**src/rtl/pid_pkg.sv**
```systemverilog
package pid_pkg;
  typedef enum logic [1:0] {
    ST_IDLE = 2'd0,
    ST_MAC  = 2'd1,
    ST_FIN  = 2'd2
  } pid_st_e;
endpackage

```
**src/rtl/pid_ctrl.sv**
```systemverilog
module pid_ctrl
  import pid_pkg::*;
(
  input  logic clk,
  input  logic rst_n,
  input  logic smp_vld,
  output logic accept,
  output logic mac_en,
  output logic fin,
  output logic busy
);
  pid_st_e st_q, st_d;

  always_comb begin
    st_d = st_q;
    case (st_q)
      ST_IDLE: if (smp_vld) st_d = ST_MAC;
      ST_MAC:  st_d = ST_FIN;
      ST_FIN:  st_d = ST_IDLE;
      default: st_d = ST_IDLE;
    endcase
  end

  always_ff @(posedge clk or negedge rst_n) begin
    if (!rst_n) st_q <= ST_IDLE;
    else        st_q <= st_d;
  end

  assign accept = (st_q == ST_IDLE) && smp_vld;
  assign mac_en = (st_q == ST_MAC);
  assign fin    = (st_q == ST_FIN);
  assign busy   = (st_q != ST_IDLE);
endmodule

```
**src/rtl/pid_err_hist.sv**
```systemverilog
module pid_err_hist #(
  parameter int SAMPLE_W = 10,
  localparam int E_W = SAMPLE_W + 1
) (
  input  logic                       clk,
  input  logic                       rst_n,
  input  logic                       accept,
  input  logic                       shift,
  input  logic [SAMPLE_W-1:0]        smp,
  input  logic [SAMPLE_W-1:0]        vref,
  output logic signed [E_W-1:0]      e0,
  output logic signed [E_W-1:0]      e1,
  output logic signed [E_W-1:0]      e2
);
  logic signed [E_W-1:0] err_now;
  logic signed [E_W-1:0] e0_d, e1_d, e2_d;

  assign err_now = $signed({1'b0, vref}) - $signed({1'b0, smp});

  always_comb begin
    e0_d = e0;
    e1_d = e1;
    e2_d = e2;
    if (accept) e0_d = err_now;
    if (shift) begin
      e1_d = e0;
      e2_d = e1;
    end
  end

  always_ff @(posedge clk or negedge rst_n) begin
    if (!rst_n) begin
      e0 <= '0;
      e1 <= '0;
      e2 <= '0;
    end else begin
      e0 <= e0_d;
      e1 <= e1_d;
      e2 <= e2_d;
    end
  end
endmodule

```
**src/rtl/pid_mac.sv**
```systemverilog
module pid_mac #(
  parameter int DUTY_W = 12,
  parameter int COEF_W = 16,
  parameter int FRAC_W = 8,
  parameter int E_W    = 11,
  parameter int ACC_W  = 32,
  parameter logic signed [COEF_W-1:0] B0 = 16'sd640,
  parameter logic signed [COEF_W-1:0] B1 = -16'sd1024,
  parameter logic signed [COEF_W-1:0] B2 = 16'sd416
) (
  input  logic                     clk,
  input  logic                     rst_n,
  input  logic                     mac_en,
  input  logic [DUTY_W-1:0]        u_prev,
  input  logic signed [E_W-1:0]    e0,
  input  logic signed [E_W-1:0]    e1,
  input  logic signed [E_W-1:0]    e2,
  output logic signed [ACC_W-1:0]  acc_sum
);
  localparam logic signed [ACC_W-1:0] K0 = ACC_W'(B0);
  localparam logic signed [ACC_W-1:0] K1 = ACC_W'(B1);
  localparam logic signed [ACC_W-1:0] K2 = ACC_W'(B2);

  logic signed [ACC_W-1:0] base, x0, x1, x2, part_d, part_q;

  assign base = ACC_W'($signed({1'b0, u_prev})) <<< FRAC_W;
  assign x0   = ACC_W'(e0);
  assign x1   = ACC_W'(e1);
  assign x2   = ACC_W'(e2);

  // first cycle: previous output plus the two newest error terms
  assign part_d = base + K0 * x0 + K1 * x1;

  always_ff @(posedge clk or negedge rst_n) begin
    if (!rst_n)      part_q <= '0;
    else if (mac_en) part_q <= part_d;
  end

  // second cycle: oldest error term closes the sum
  assign acc_sum = part_q + K2 * x2;
endmodule

```
**src/rtl/pid_sat.sv**
```systemverilog
module pid_sat #(
  parameter int DUTY_W = 12,
  parameter int FRAC_W = 8,
  parameter int ACC_W  = 32
) (
  input  logic signed [ACC_W-1:0] acc_sum,
  output logic [DUTY_W-1:0]       duty_sat
);
  localparam int unsigned DUTY_MAX = (1 << DUTY_W) - 1;
  localparam logic signed [ACC_W-1:0] MAX_S = $signed(ACC_W'(DUTY_MAX));

  logic signed [ACC_W-1:0] whole;

  assign whole = acc_sum >>> FRAC_W;

  always_comb begin
    if (whole < 0)          duty_sat = '0;
    else if (whole > MAX_S) duty_sat = DUTY_W'(DUTY_MAX);
    else                    duty_sat = whole[DUTY_W-1:0];
  end
endmodule

```
**src/rtl/pid_comp.sv**
```systemverilog
module pid_comp #(
  parameter int SAMPLE_W = 10,
  parameter int DUTY_W   = 12,
  parameter int COEF_W   = 16,
  parameter int FRAC_W   = 8,
  parameter int GUARD_W  = 3,
  parameter logic signed [COEF_W-1:0] B0 = 16'sd640,
  parameter logic signed [COEF_W-1:0] B1 = -16'sd1024,
  parameter logic signed [COEF_W-1:0] B2 = 16'sd416
) (
  input  logic                clk,
  input  logic                rst_n,
  input  logic                smp_vld,
  input  logic [SAMPLE_W-1:0] smp,
  input  logic [SAMPLE_W-1:0] vref,
  output logic [DUTY_W-1:0]   duty,
  output logic                duty_vld
);
  localparam int E_W    = SAMPLE_W + 1;
  localparam int PROD_W = COEF_W + E_W;
  localparam int BASE_W = DUTY_W + FRAC_W + 1;
  localparam int ACC_W  = ((PROD_W > BASE_W) ? PROD_W : BASE_W) + GUARD_W;

  logic accept, mac_en, fin, busy;
  logic signed [E_W-1:0]   err0, err1, err2;
  logic signed [ACC_W-1:0] acc_sum;
  logic [DUTY_W-1:0]       duty_sat, duty_d;
  logic                    vld_d;

  pid_ctrl u_ctrl (
    .clk(clk), .rst_n(rst_n), .smp_vld(smp_vld),
    .accept(accept), .mac_en(mac_en), .fin(fin), .busy(busy)
  );

  pid_err_hist #(.SAMPLE_W(SAMPLE_W)) u_hist (
    .clk(clk), .rst_n(rst_n), .accept(accept), .shift(fin),
    .smp(smp), .vref(vref), .e0(err0), .e1(err1), .e2(err2)
  );

  pid_mac #(
    .DUTY_W(DUTY_W), .COEF_W(COEF_W), .FRAC_W(FRAC_W), .E_W(E_W),
    .ACC_W(ACC_W), .B0(B0), .B1(B1), .B2(B2)
  ) u_mac (
    .clk(clk), .rst_n(rst_n), .mac_en(mac_en), .u_prev(duty),
    .e0(err0), .e1(err1), .e2(err2), .acc_sum(acc_sum)
  );

  pid_sat #(.DUTY_W(DUTY_W), .FRAC_W(FRAC_W), .ACC_W(ACC_W)) u_sat (
    .acc_sum(acc_sum), .duty_sat(duty_sat)
  );

  // the output register doubles as the clamped u(n-1)
  always_comb begin
    duty_d = duty;
    vld_d  = 1'b0;
    if (fin) begin
      duty_d = duty_sat;
      vld_d  = 1'b1;
    end
  end

  always_ff @(posedge clk or negedge rst_n) begin
    if (!rst_n) begin
      duty     <= '0;
      duty_vld <= 1'b0;
    end else begin
      duty     <= duty_d;
      duty_vld <= vld_d;
    end
  end
endmodule

```
**config.mk**
```make
export PLATFORM = sky130hd
export DESIGN_NAME = pid_comp
export DESIGN_NICKNAME = d
export VERILOG_FILES = /design/src/rtl/pid_pkg.sv /design/src/rtl/pid_ctrl.sv /design/src/rtl/pid_err_hist.sv /design/src/rtl/pid_mac.sv /design/src/rtl/pid_sat.sv /design/src/rtl/pid_comp.sv
export SDC_FILE = /design/constraint.sdc
export NUM_CORES = 1
export LEC_CHECK = 0
export ABC_AREA = 1
export CAP_MARGIN = 5
export CELL_PAD_IN_SITES_DETAIL_PLACEMENT = 1
export CELL_PAD_IN_SITES_GLOBAL_PLACEMENT = 1
export CORE_MARGIN = 3
export CORE_UTILIZATION = 49
export CTS_CLUSTER_SIZE = 20
export DETAILED_ROUTE_END_ITERATION = 8
export GPL_TIMING_DRIVEN = 1
export PLACE_DENSITY = 0.85
export SETUP_SLACK_MARGIN = 0.1
export SYNTH_ARGS = -nofsm -noshare
export SYNTH_HDL_FRONTEND = slang
export SYNTH_SLANG_ARGS = --single-unit
```
**constraint.sdc**
```tcl
create_clock -name clk -period 6.35 [get_ports clk]
set_input_delay 1.27 -clock clk [delete_from_list [all_inputs] [get_ports clk]]
set_output_delay 1.27 -clock clk [all_outputs]
set_load 0.02 [all_outputs]
```
== Word-level counts from Yosys, hierarchy flattened ==
Index checks and enable logic that the tools add are counted.
Cells by class
  reductions and logical operators: 2
  multiply operators: 2
  equal/unequal tests: 3
  order comparisons: 2
  add/subtract/negate cells: 5
  mux-type cells: 5
Operator list (number)
  21-bit by 30-bit adder with 30-bit output: 1
  30-bit by 21-bit adder with 30-bit output: 1
  30-bit adder: 1
  12-bit 2-to-1 mux: 2
  22-bit by 13-bit > comparator with 1-bit output, second input constant: 1
  22-bit by 1-bit less-than comparator with 1-bit output, second input constant: 1
  11-bit negator with 20-bit output: 1
  5-bit by 11-bit multiplier with 16-bit output, first input constant: 1
  4-bit by 11-bit multiplier with 15-bit output, first input constant: 1
  10-bit by 10-bit subtractor with 11-bit output: 1
  2-bit one-hot mux with 2 select lines: 1
  2-bit by 1-bit equality test with 1-bit output, second input constant: 1
  2-bit equality test, second input constant: 1
  2-bit logical NOT: 1
  2-bit 2-to-1 mux: 1
  2-bit != test, second input constant: 1
  1-bit logical AND: 1
  1-bit 2-to-1 mux: 1
Storage, ports and cells
  output and inout port bits: 13
  register bits: 78
  bits of input ports: 23
  logic and storage cells: 26

== Logic depth before layout (Yosys ltp) ==
  word-level depth: 5
  gate-level depth with buffers: 31

== By module ==
A second synthesis with hierarchy kept.
Unflattened totals
  cell total of the unflattened synthesis: 1182
  area, all modules: 8420.6 µm²
Modules (own cells, without submodules)
  pid_mac: seq. area each 575.6 µm², times used 1, cells each 845, area each 5863.1 µm²
  pid_err_hist: seq. area each 825.8 µm², times used 1, cells each 212, area each 1694.1 µm²
  pid_comp: seq. area each 325.3 µm², times used 1, cells each 52, area each 483.0 µm²
  pid_sat: seq. area each 0.0 µm², times used 1, cells each 62, area each 294.0 µm²
  pid_ctrl: seq. area each 50.0 µm², times used 1, cells each 11, area each 86.3 µm²

== Worst setup path before layout ==
No wires, ideal clock.
  path kind: register to register
  from: register u_hist.e2[9]
  to: register duty[9]
  cell stages (with the launch flop): 30
  path slack: 2033 ps
  library setup time: 117 ps
  arrival time: 4201 ps
  buffers on the path: 0
  cell sequence: dfrtp_1 ha_1 fa_1 inv_1 fa_1 inv_1 ha_1 a21o_1 nand3_1 nand2_1 nand2_1 nand2_1 nand2_1 nand2_1 ha_1 nand2_1 nor2_1 inv_1 nor2_1 nand3_1 nand3_1 nand2_1 nand2_1 nand2_1 nor2_2 nand2_2 nand2_4 nand2_1 nand2_1 nand2_1
Between the ends
  word-level cells in the longest chain between the ends: 5
Ends and longest elaborated chain
  from (decl): RTL line pid_err_hist.sv:13  | output logic signed [E_W-1:0] e2
  from (signal assigned): RTL line pid_err_hist.sv:35  | e2 <= '0;
  from (signal assigned): RTL line pid_err_hist.sv:39  | e2 <= e2_d;
  5-bit by 11-bit multiplier with 16-bit output (*): RTL line pid_mac.sv:40  | assign acc_sum = part_q + K2 * x2;
  30-bit by 21-bit adder with 30-bit output (*): RTL line pid_mac.sv:40
  22-bit by 13-bit > comparator with 1-bit output: RTL line pid_sat.sv:18  | else if (whole > MAX_S) duty_sat = DUTY_W'(DUTY_MAX);
  12-bit 2-to-1 mux: RTL line pid_sat.sv:18
  12-bit 2-to-1 mux (*): RTL line pid_sat.sv:17  | if (whole < 0) duty_sat = '0;
  to (signal assigned): RTL line pid_comp.sv:67  | duty <= duty_d;
  to (decl): RTL line pid_comp.sv:16  | output logic [DUTY_W-1:0] duty,
Every way passes the cells marked *; elsewhere a longest branch is shown, timed or not.
A chain may end at the register's enable or synchronous reset.

== Worst setup path after layout ==
  from: register u_hist.e2[6]
  to: register duty[11]
Same word-level chain as after synthesis.

==> out/results.ini <==
[status]
status=finished, final reports clean

[routing]
wl_per_cell_um=17.5
initialDrtViolationCount=348
remaining_drc_errors=0
first_pass_iters=5
routed_wirelength_mm=25.0
via_per_inst=5.45
ant_nets=0
vias=7799

[yosys]
synth_area_um2=8090
synth_nets=1335
avgSynthCellArea_um2=6.89
synth_largest_area_cell=dfrtp_1
synth_cell_type_count=39
yosysWarnings=0
ys_ff_latch=71
synth_cells=1174
synthFlopType=dfrtp_1
async_flop_share_pct=100
synth_top_area_share_pct=22.0
synth_area_leaders=dfrtp_1 22%, ha_1 18%, nand2_1 17%
synth_edf_count=0
ys_seq_area_share_pct=22.0

[placed_design]
io_buffers=35
hpwl_mm=20.8
post-place-ws_ns=1.22
place_congestion=0.904

[clock_network]
postCtsHoldBufs=0
clock-sinks=71
post-cts-setup-buffer-count=0
clk_pin_slew_ns=0.06
cts_tree=yes
cts_max_level=3
clock_path_buffers=2
cts-buffers-inserted=9
clock_tree.root_cell=clkbuf_16
clk-insertion-delay-late_ns=0.34
cts_resized=0

[timing]
slew_headroom_pct=38.1
hold_viol=0
rsz0062_at_grt=no
drv_slew=0
setup_tns_ns=0
fmax_mhz=194
layout_setup_ws_ns=1.19
min_period_ns=5.16
finClkSkew_ns=0.00681
period_share_pct=81.3
tightest_slew_ns=0.928
finalSetupViolations=0

[setup_path]
critical_path.slowest_cell=fa_1
crit_top_cell=nand2_1
critPathRequiredTime_ns=6.58
crit_path_end_kind=flop
critical-path-max-stage-delay_ns=0.51
crit_path_start_kind=flop
critPathKind=flop to flop
cp.arrival_ns=5.39
crit_path_max_fanout=10

[grt]
grt.overflow.total=0
grt_pass1_wl_mm=41.8
grt_max_degree=72
grt_antenna_before_repair=2
first_global_vias=8246
grtUsageTotal_pct=29.0

[hold_path]
hold_path_class=flop to flop

[final_layout]
layout-drive-gt1-share_pct=4.94
final_nets=1370
antenna_cells=0
layout.cells.most_common=nand2_1
utilization_pct=56.1
layout_common_cells=367 x nand2_1, 190 x inv_1, 114 x ha_1
syn_to_final_growth_pct=10.9

[run]
maxCapViolCount=0

[floorplan]
die_h_um=135
num_rows=46
initial_core_util_pct=50.6
dieArea_um2=18100
die_x_um=135
core_um2=16000
io_pins=36

## synth_stat cells, drive strengths merged (2+ instances only)
library cell    n
clkbuf         10
inv           193
xor2           30
nand3b          8
a211oi          2
o31ai           3
o21bai          3
nand2         381
o211ai          2
dfrtp          71
nand3          55
nand4          15
fa             24
ha            114
a31oi           9
nor4            4
nor2           68
or2            10
xnor2          18
a21o            5
o21ai          67
a21oi          65
nor3            9
buf             3
## per-stage QoR
step	cell area (µm²)	hold WS [ns]	cells
finish	8970	0.503	1430
global route	8970	0.546	1430
CTS	8970	0.510	1430
detailed placement	8670	0.492	1414
global placement	8670	0.465	1414
floorplan	8090	0.449	1174
## critical path: cells and delay by family, from the launching register on
| family | cells | cell delay, ns |
|---|---|---|
| buf+inv | 4 | 0.21 |
| compound gates | 1 | 0.17 |
| flops | 1 | 0.45 |
| simple gates | 20 | 2.24 |
| fa+ha+maj | 5 | 1.96 |
## cells by family after synthesis
kind of cell               Yosys count  synth area share, %
AOI/OAI and AO/OA                  160                 10.7
xor gates and xnor gates            48                 5.20
adders and majority gates          138                 23.6
buffers and inverters              207                 9.70
DFF                                 71                 22.0
and+or+nand+nor                    550                 28.9
## area by class of cell
class	count	area [µm²]
repair buffers	37	363
clock buffers	9	225
inverters	194	728
multi-input cells	896	5530
fillers	2172	7030
clock inverters	7	80.1
well taps	216	270
flip-flops and latches	71	1780
## flip-flops by register name, summed over array words and instances (netlist names)
name / count
u_hist.e2: 11
duty_vld: 1
u_hist.e1: 11
u_mac.part_q: 23
duty: 12
u_hist.e0: 11
u_ctrl.st_q: 2
## per-layer routing
layer	up-vias	wire (µm)	share of wire [%]	GRT usage, %
li1	3839	-	-	-
met1	3776	11500	46	37.6
met2	133	12200	49	51.1
met3	47	777	3.1	3.76
met4	4	565	2.3	7.64
met5	-	24	0.096	0
## final timing paths
| kind | start | slack (ns) | depth (start not counted) | end |
|---|---|---|---|---|
| max in group asynchronous | rst_n | 4.68 | 1 | u_hist.e1[9]$_DFFE_PN0P_ |
| worst max-delay path | u_hist.e2[6]$_DFFE_PN0P_ | 1.19 | 30 | duty[11]$_DFFE_PN0P_ |
| worst min-delay path | u_mac.part_q[7]$_DFFE_PN0N_ | 0.50 | 2 | u_mac.part_q[7]$_DFFE_PN0N_ |
| worst max register to register | u_hist.e2[6]$_DFFE_PN0P_ | 1.19 | 30 | duty[11]$_DFFE_PN0P_ |
| min in group asynchronous | rst_n | 1.02 | 1 | u_mac.part_q[25]$_DFFE_PN0N_ |
| worst min register to register | u_mac.part_q[7]$_DFFE_PN0N_ | 0.50 | 2 | u_mac.part_q[7]$_DFFE_PN0N_ |
Power is not shown: default switching activity piles up to over one toggle a cycle in this logic, so the estimate is an artifact.
